<file path="config.mk">
export PLATFORM = sky130hd
export DESIGN_NAME = pool3_fresh
export DESIGN_NICKNAME = d
export VERILOG_FILES = /design/src/rtl/pool3_pkg.sv /design/src/rtl/pool_next_sel.sv /design/src/rtl/pool_arbiter.sv /design/src/rtl/pool_slots.sv /design/src/rtl/pool3_fresh.sv
export SDC_FILE = /design/constraint.sdc
export NUM_CORES = 1
export LEC_CHECK = 0
export ABC_AREA = 1
export BUFFER_PORTS_ARGS = -buffer_cell sky130_fd_sc_hd__buf_2
export CELL_PAD_IN_SITES_DETAIL_PLACEMENT = 0
export CELL_PAD_IN_SITES_GLOBAL_PLACEMENT = 1
export CORE_UTILIZATION = 47
export DETAILED_ROUTE_END_ITERATION = 12
export PLACE_DENSITY = 0.83
export SETUP_SLACK_MARGIN = 0.1
export SYNTH_ARGS = -nofsm -noshare
export SYNTH_HDL_FRONTEND = slang
export SYNTH_SLANG_ARGS = --single-unit
</file>
<file path="constraint.sdc">
create_clock -name clk_i -period 2.65 [get_ports clk_i]
set_clock_uncertainty 0.05 [all_clocks]
set_input_delay 0.6625 -clock clk_i [delete_from_list [all_inputs] [get_ports clk_i]]
set_output_delay 0.6625 -clock clk_i [all_outputs]
set_load 0.05 [all_outputs]
</file>
<file path="src/rtl/pool3_pkg.sv">
package pool3_pkg;
  localparam int unsigned SLOT_CNT = 3;
  localparam int unsigned IDX_W    = 2;

  typedef logic [IDX_W-1:0] slot_idx_t;

  typedef enum logic [1:0] {OWN_NONE, OWN_WR, OWN_RD} owner_e;
  typedef enum logic [1:0] {W_IDLE, W_LOCK, W_NEXT} wr_state_e;
  typedef enum logic [1:0] {R_IDLE, R_LOCK, R_OUT} rd_state_e;
endpackage

</file>
<file path="src/rtl/pool_next_sel.sv">
module pool_next_sel
  import pool3_pkg::*;
(
  input  slot_idx_t last_i,
  input  slot_idx_t read_i,
  output slot_idx_t next_o
);
  logic [2:0] rest;

  // indices 1..3 sum to 6, so the unused index is 6 - last - read
  assign rest = 3'd6 - {1'b0, last_i} - {1'b0, read_i};

  always_comb begin
    if (last_i == read_i) begin
      next_o = (last_i == 2'd3) ? 2'd1 : last_i + 2'd1;
    end else begin
      next_o = rest[IDX_W-1:0];
    end
  end

  always_comb begin
    if (last_i != 2'd0 && read_i != 2'd0) begin
      a_r8_next_fresh: assert (next_o != last_i && next_o != read_i && next_o != 2'd0);
    end
  end
endmodule

</file>
<file path="src/rtl/pool_arbiter.sv">
module pool_arbiter
  import pool3_pkg::*;
(
  input  logic clk_i,
  input  logic rst_ni,
  input  logic req_w_i,
  input  logic req_r_i,
  output logic gnt_w_o,
  output logic gnt_r_o
);
  owner_e owner_q, owner_d;
  logic   last_rd_q, last_rd_d;
  logic   free;

  assign free = (owner_q == OWN_NONE) ||
                (owner_q == OWN_WR && !req_w_i) ||
                (owner_q == OWN_RD && !req_r_i);

  always_comb begin
    owner_d   = owner_q;
    last_rd_d = last_rd_q;
    if (free) begin
      if (req_w_i && req_r_i) begin
        owner_d   = last_rd_q ? OWN_WR : OWN_RD;
        last_rd_d = !last_rd_q;
      end else if (req_w_i) begin
        owner_d   = OWN_WR;
        last_rd_d = 1'b0;
      end else if (req_r_i) begin
        owner_d   = OWN_RD;
        last_rd_d = 1'b1;
      end else begin
        owner_d   = OWN_NONE;
      end
    end
  end

  always_ff @(posedge clk_i or negedge rst_ni) begin
    if (!rst_ni) begin
      owner_q   <= OWN_NONE;
      last_rd_q <= 1'b1;
    end else begin
      owner_q   <= owner_d;
      last_rd_q <= last_rd_d;
    end
  end

  assign gnt_w_o = (owner_q == OWN_WR);
  assign gnt_r_o = (owner_q == OWN_RD);

  a_r9_hold_wr: assert property (@(posedge clk_i) disable iff (!rst_ni)
    (gnt_w_o && req_w_i) |=> gnt_w_o);

  a_r9_hold_rd: assert property (@(posedge clk_i) disable iff (!rst_ni)
    (gnt_r_o && req_r_i) |=> gnt_r_o);

  a_r9_both_served: assert property (@(posedge clk_i) disable iff (!rst_ni)
    (!gnt_w_o && !gnt_r_o && req_w_i && req_r_i) |=> $onehot({gnt_w_o, gnt_r_o}));

  a_r9_no_idle_grant: assert property (@(posedge clk_i) disable iff (!rst_ni)
    (!req_w_i && !req_r_i) |=> !gnt_w_o && !gnt_r_o);
endmodule

</file>
<file path="src/rtl/pool_slots.sv">
module pool_slots
  import pool3_pkg::*;
#(
  parameter int unsigned DATA_W = 16,
  parameter int unsigned NUM    = SLOT_CNT
) (
  input  logic              clk_i,
  input  logic              rst_ni,
  input  logic              we_i,
  input  slot_idx_t         widx_i,
  input  logic [DATA_W-1:0] wdata_i,
  input  slot_idx_t         ridx_i,
  output logic [DATA_W-1:0] rdata_o
);
  logic [DATA_W-1:0] slot_q [NUM];

  for (genvar g = 0; g < NUM; g++) begin : g_slot
    localparam slot_idx_t IDX = slot_idx_t'(g + 1);
    always_ff @(posedge clk_i or negedge rst_ni) begin
      if (!rst_ni) begin
        slot_q[g] <= '0;
      end else if (we_i && widx_i == IDX) begin
        slot_q[g] <= wdata_i;
      end
    end
  end

  always_comb begin
    rdata_o = '0;
    for (int i = 0; i < NUM; i++) begin
      if (ridx_i == slot_idx_t'(i + 1)) rdata_o = slot_q[i];
    end
  end
endmodule

</file>
<file path="src/rtl/pool3_fresh.sv">
module pool3_fresh
  import pool3_pkg::*;
#(
  parameter int unsigned DATA_W = 16
) (
  input  logic              clk_i,
  input  logic              rst_ni,
  input  logic              wr_req_i,
  input  logic [DATA_W-1:0] wr_data_i,
  output logic              wr_done_o,
  input  logic              rd_req_i,
  output logic [DATA_W-1:0] rd_data_o,
  output logic              rd_valid_o
);
  wr_state_e         wr_st_q;
  rd_state_e         rd_st_q;
  slot_idx_t         l_q, n_q, r_q, n_new;
  logic              gnt_w, gnt_r, req_w, req_r;
  logic              wr_accept;
  logic [DATA_W-1:0] slot_rdata, rd_data_q;
  logic              rd_valid_q;

  assign wr_accept = wr_req_i && (wr_st_q == W_IDLE);
  assign req_w     = (wr_st_q == W_LOCK) || (wr_st_q == W_NEXT);
  assign req_r     = (rd_st_q == R_LOCK);

  pool_arbiter i_arb (
    .clk_i   (clk_i),
    .rst_ni  (rst_ni),
    .req_w_i (req_w),
    .req_r_i (req_r),
    .gnt_w_o (gnt_w),
    .gnt_r_o (gnt_r)
  );

  pool_next_sel i_next (
    .last_i (l_q),
    .read_i (r_q),
    .next_o (n_new)
  );

  // data lands in slot n on the accepting edge; n is stable while the writer idles
  pool_slots #(.DATA_W(DATA_W)) i_slots (
    .clk_i   (clk_i),
    .rst_ni  (rst_ni),
    .we_i    (wr_accept),
    .widx_i  (n_q),
    .wdata_i (wr_data_i),
    .ridx_i  (r_q),
    .rdata_o (slot_rdata)
  );

  always_ff @(posedge clk_i or negedge rst_ni) begin
    if (!rst_ni) begin
      wr_st_q <= W_IDLE;
      l_q     <= 2'd1;
      n_q     <= 2'd2;
    end else begin
      unique case (wr_st_q)
        W_IDLE: if (wr_req_i) wr_st_q <= W_LOCK;
        W_LOCK: if (gnt_w) begin
          l_q     <= n_q;
          wr_st_q <= W_NEXT;
        end
        W_NEXT: begin
          n_q     <= n_new;
          wr_st_q <= W_IDLE;
        end
        default: wr_st_q <= W_IDLE;
      endcase
    end
  end

  always_ff @(posedge clk_i or negedge rst_ni) begin
    if (!rst_ni) begin
      rd_st_q    <= R_IDLE;
      r_q        <= 2'd1;
      rd_data_q  <= '0;
      rd_valid_q <= 1'b0;
    end else begin
      rd_valid_q <= 1'b0;
      unique case (rd_st_q)
        R_IDLE: if (rd_req_i) rd_st_q <= R_LOCK;
        R_LOCK: if (gnt_r) begin
          r_q     <= l_q;
          rd_st_q <= R_OUT;
        end
        R_OUT: begin
          rd_data_q  <= slot_rdata;
          rd_valid_q <= 1'b1;
          rd_st_q    <= R_IDLE;
        end
        default: rd_st_q <= R_IDLE;
      endcase
    end
  end

  assign wr_done_o  = (wr_st_q == W_NEXT);
  assign rd_data_o  = rd_data_q;
  assign rd_valid_o = rd_valid_q;

  a_r8_no_write_to_read_slot: assert property (@(posedge clk_i) disable iff (!rst_ni)
    wr_accept |-> (n_q != r_q));

  a_r8_next_distinct: assert property (@(posedge clk_i) disable iff (!rst_ni)
    (wr_st_q == W_NEXT) |=> (n_q != l_q) && (n_q != r_q));

  a_r8_ptr_range: assert property (@(posedge clk_i) disable iff (!rst_ni)
    (l_q != 2'd0) && (n_q != 2'd0) && (r_q != 2'd0));

  a_r9_last_needs_grant: assert property (@(posedge clk_i) disable iff (!rst_ni)
    !gnt_w |=> $stable(l_q));

  a_r9_read_needs_grant: assert property (@(posedge clk_i) disable iff (!rst_ni)
    !gnt_r |=> $stable(r_q));

  a_r2_done_pulse: assert property (@(posedge clk_i) disable iff (!rst_ni)
    wr_done_o |=> !wr_done_o);

  a_r3_valid_pulse: assert property (@(posedge clk_i) disable iff (!rst_ni)
    rd_valid_o |=> !rd_valid_o);

  a_r3_data_hold: assert property (@(posedge clk_i) disable iff (!rst_ni)
    !rd_valid_o |=> $stable(rd_data_o) || rd_valid_o);
endmodule

</file>
Yosys cells after proc, flatten, opt, wreduce, memory -nomap -nowiden
Index checks and enable logic that the tools add are counted.
Storage, ports and cells
  register bits: 78
  bits of input ports: 20
  output and inout bits: 18
  logic and storage cells: 74
Cells by class
  add/sub/neg operators: 3
  equal/unequal tests: 18
  muxes and demuxes: 19
  reductions and logical operators: 22
Operator list (count)
  $mux W16: 3
  $mux W2: 10
  $eq A2 B2 Y1 const B: 8
  $eq A2 B1 Y1 const B: 5
  $reduce_and A2 Y1: 5
  $ne A2 B2 Y1 const B: 4
  $pmux W2 S2: 2
  $logic_and A1 B1 Y1: 7
  $logic_not A2 Y1: 3
  $mux W1: 4
  $logic_not A1 Y1: 3
  $logic_or A1 B1 Y1: 3
  $reduce_bool A3 Y1: 1
  $add A2 B1 Y2 const B: 1
  $eq A2 B2 Y1: 1
  $sub A2 B2 Y2: 1
  $sub A2 B2 Y2 const A: 1

Depth between registers and ports, before layout
  depth in word-level cells: 7
  depth in mapped cells: 8
  depth with buffers taken out: 8

Modules after synthesis
Synthesis repeated with hierarchy kept, for this count alone.
Second synthesis, totals
  cells, all modules: 461
  area, all modules: 3883.7 um^2
By module, submodules not included
  pool_slots: times used 1, cells an instance 292, area an instance 2478.6 um^2, seq. area each 1201.2 um^2
  pool3_fresh: times used 1, cells an instance 125, area an instance 1139.8 um^2, seq. area each 679.4 um^2
  pool_arbiter: times used 1, cells an instance 23, area an instance 162.7 um^2, seq. area each 76.3 um^2
  pool_next_sel: times used 1, cells an instance 21, area an instance 102.6 um^2, seq. area each 0.0 um^2

Worst setup path before layout
OpenSTA, ideal clock, no wires.
  path kind: register -> output
  start: register wr_st_q[0]
  end: output wr_done_o
  data arrival time: 0.967 ns
  required time: 1.938 ns
  slack: 0.970 ns
  cell stages (with the launch flop): 3
  path buffers: 0
  path through: dfrtp_1 > inv_1 > ha_1
On the way
  longest elaborated chain between the ends: 1
Ends and longest elaborated chain
  start, declared: line pool3_fresh.sv:15  | wr_state_e wr_st_q;
  start signal, assigned: line pool3_fresh.sv:55  | wr_st_q <= W_IDLE;
  start signal, assigned: line pool3_fresh.sv:60  | W_IDLE: if (wr_req_i) wr_st_q <= W_LOCK;
  start signal, assigned: line pool3_fresh.sv:63  | wr_st_q <= W_NEXT;
  $eq A2 B2 Y1: line pool3_fresh.sv:98  | assign wr_done_o = (wr_st_q == W_NEXT);
  end, declared: line pool3_fresh.sv:10  | output logic wr_done_o,
Every way passes these cells.

Final worst setup path
Ends and elaborated chain as after synthesis.

==> results.md <==
* TNS Setup at 0 ps
* Peak VDD IR at approximately 0.55 mV
* Io pins at 38
* PD cells at 1266 mW/mm²
* Post-CTS setup repair buffer count at 0
* Post-synthesis register bit count at slightly below 80
* CTS Root Cell: clkbuf_8
* Maximum fanout along the worst path at 4
* Bufs and invs on worst path at 2
* Antenna diode count at 0
* Initial antenna violation count at 0
* Hold Crit Class: input port to asynchronous set/reset pin
* Vert. Die Dim at roughly 88 µm
* Unrepaired setup endpoints after global routing: false
* Worst Tran Pin Value at ~500 ps
* # DRC at 0
* Warnings, synthesis at 0
* Tcrit/Tclk final at 0.7787
* Core area at just under 0.007 mm²
* Share of cells above drive strength 1 at 0.1489
* Fin crit period at around 2100 ps
* Syn_nets at about 450
* Port Buffer Count at 37
* GRT Overall Usage at 0.2047
* Die X at 87.89 µm
* Sink Count at around 80
* Slew headroom at 0.6711
* Resize count post-CTS at 0
* Via count at approximately 2,700
* Synth Instances at between 400 and 500
* DRC marker count from the first detailed-route iteration at 160
* RR Endpoint: i_slots.slot_q[13]
* Synth area leaders: dfrtp_1 53%, nand2_1 15%, o21ai_0 8.7%, nor2_1 6.3%, inv_1 5.3%
* Largest net degree at the start of global routing at 34
* DR WL/cell at about 12 µm
* GP Congestion at 0.7366
* R2R depth at 6
* Worst-skew pair later-pin latency at 340 ps
* Critical-path cell list: inv_1, ha_1, buf_2
* Syn-to-layout area delta at 14.07%
* Starting Density at 0.4993
* Fillers at around 690
* Vias per cell at between 4 and 5
* Share of Yosys cell area claimed by the top area cell type at 0.5341
* Hold-fix buffers, CTS at 0
* Status: finished, final reports clean
* Hold slack at about 190 ps
* CTS tree: yes
* Mapped cell area at about 0.0035 mm²
* GRT overflow at 0
* CP top delay family: buffers and inverters
* Critical Path AT at around 1400 ps
* Hold Vio Cnt, Final at 0
* Die area at a little under 0.008 mm²
* Leading area contributor after synthesis: dfrtp_1
* Worst path slowest cell: dfrtp_1
* Dpl hpwl at between 4 and 5 mm
* Max Cap Viol at 0
* Data required time of the critical path at between 1500 and 2000 ps
* Syn avg cell area at 8.158 µm²
* Vias in the first global route at 2,580
* Pins Over Slew Limit at 0
* CTS Buf Count at 9
* LEAKAGE at a little over 2 nW
* Final antenna-violating net count at 0
* H-Tree Depth at 3
* Critical path class: flip-flop to output port
* Final #Nets at a little under 500
* First-pass GRT wire length at approximately 12 mm
* Netlist cell types at 18
* CTS clk-pin slew, worst paths at about 80 ps
* Cell Rows at 30
* Register area share after synthesis at 0.5644
* Clk buf depth at 2
* FMAX at a little under 0.5 GHz
* Final WL at between 7 and 8 mm
* Max incr delay on CP at between 300 and 400 ps
* Worst r2r src: wr_st_q[1]
* Final setup viols at 0
* Worst R2R Setup Slack at between 1000 and 1500 ps
* TritonRoute pass-1 iters at 4
* Crit end category: output port
* Startpoint Class: flip-flop
## logic make-up after synthesis
| family | share of synthesized area |
|---|---|
| and+or+nand+nor | 0.2364 |
| buffers and inverters | 0.08048 |
| DFF | 0.5644 |
| AOI/OAI and AO/OA | 0.09708 |
| adders and majority gates | 0.02165 |
## power by group
part	internal [mW]	total [mW]	switching (mW)
clock network	0.432	0.864	0.432
registers	1.79	2.10	0.306
logic	0.612	2.05	1.43
total	2.84	5.01	2.17
## cells in the mapped netlist
master      n
nor2_1     58
o21ai_0    60
clkbuf_1    2
buf_6       2
o22ai_1     1
nor2_4      2
o21ai_1     2
ha_1        6
buf_2      10
inv_1      49
nand3_1    10
a21oi_1     4
inv_2       4
dfrtp_1    74
nor2_2      1
dfstp_2     4
nor3_4      1
nand2_1   135
## stage by stage
stage / std cells / instance area [µm²] / power (mW) / worst slack [ps] / util
floorplan: 425 / 3467 / 3.678 / 970.3 / -
detailed placement: 550 / 3765 / 4.186 / 948.1 / 0.5422
CTS: 566 / 3955 / 5.063 / 568.9 / 0.5696
global placement: 550 / 3765 / 4.119 / 982.1 / 0.5422
finish: 566 / 3955 / 5.006 / 586.5 / 0.5696
global route: 566 / 3955 / 5.439 / 485.1 / 0.5696
## sequential cells by signal (all words and copies together), names as in the netlist
signal / count
r_q: 2
l_q: 2
i_arb.owner_q: 2
n_q: 2
wr_st_q: 2
rd_data_o: 16
i_arb.last_rd_q: 1
rd_st_q: 2
i_slots.slot_q: 48
rd_valid_o: 1
## worst max-delay path by stage
stage / start / end / slack (ps) / depth (start not counted)
2_1_floorplan: wr_st_q[0] / wr_done_o / 970 / 2
3_3_place_gp: wr_st_q[0] / wr_done_o / 980 / 3
3_5_place_dp: wr_st_q[0] / wr_done_o / 950 / 3
4_1_cts: wr_st_q[0] / wr_done_o / 570 / 3
5_1_grt: wr_st_q[0] / wr_done_o / 490 / 3
6_report: wr_st_q[0] / wr_done_o / 590 / 3
## layout make-up
type	count	area, µm²	share of cell area
timing repair buffer	43	257.7	0.06517
inverter	53	198.9	0.05030
clock buffer	10	127.6	0.03227
sequential	78	1957	0.4948
clock inverter	6	62.56	0.01582
tap	96	120.1	0.03037
multi-input combinational	280	1231	0.3113
## cells in the final DEF, fill, tap and decap left out, types with 3 or more instances in the layout
master,count
dfstp_2,4
a21oi_1,4
nor2_1,58
ha_1,6
inv_1,49
buf_4,5
clkinvlp_4,3
dfrtp_1,74
nand2_1,135
nand3_1,10
buf_2,36
inv_2,4
clkbuf_8,9
o21ai_0,60
## metal layers
| metal | track usage | routed length [µm] |
|---|---|---|
| met1 | 0.2837 | 3491 |
| met2 | 0.3277 | 3169 |
| met3 | 0.03016 | 281 |
| met4 | 0.07601 | 68 |
| met5 | 0 | 0 |
(Power assumes the default switching activity.)
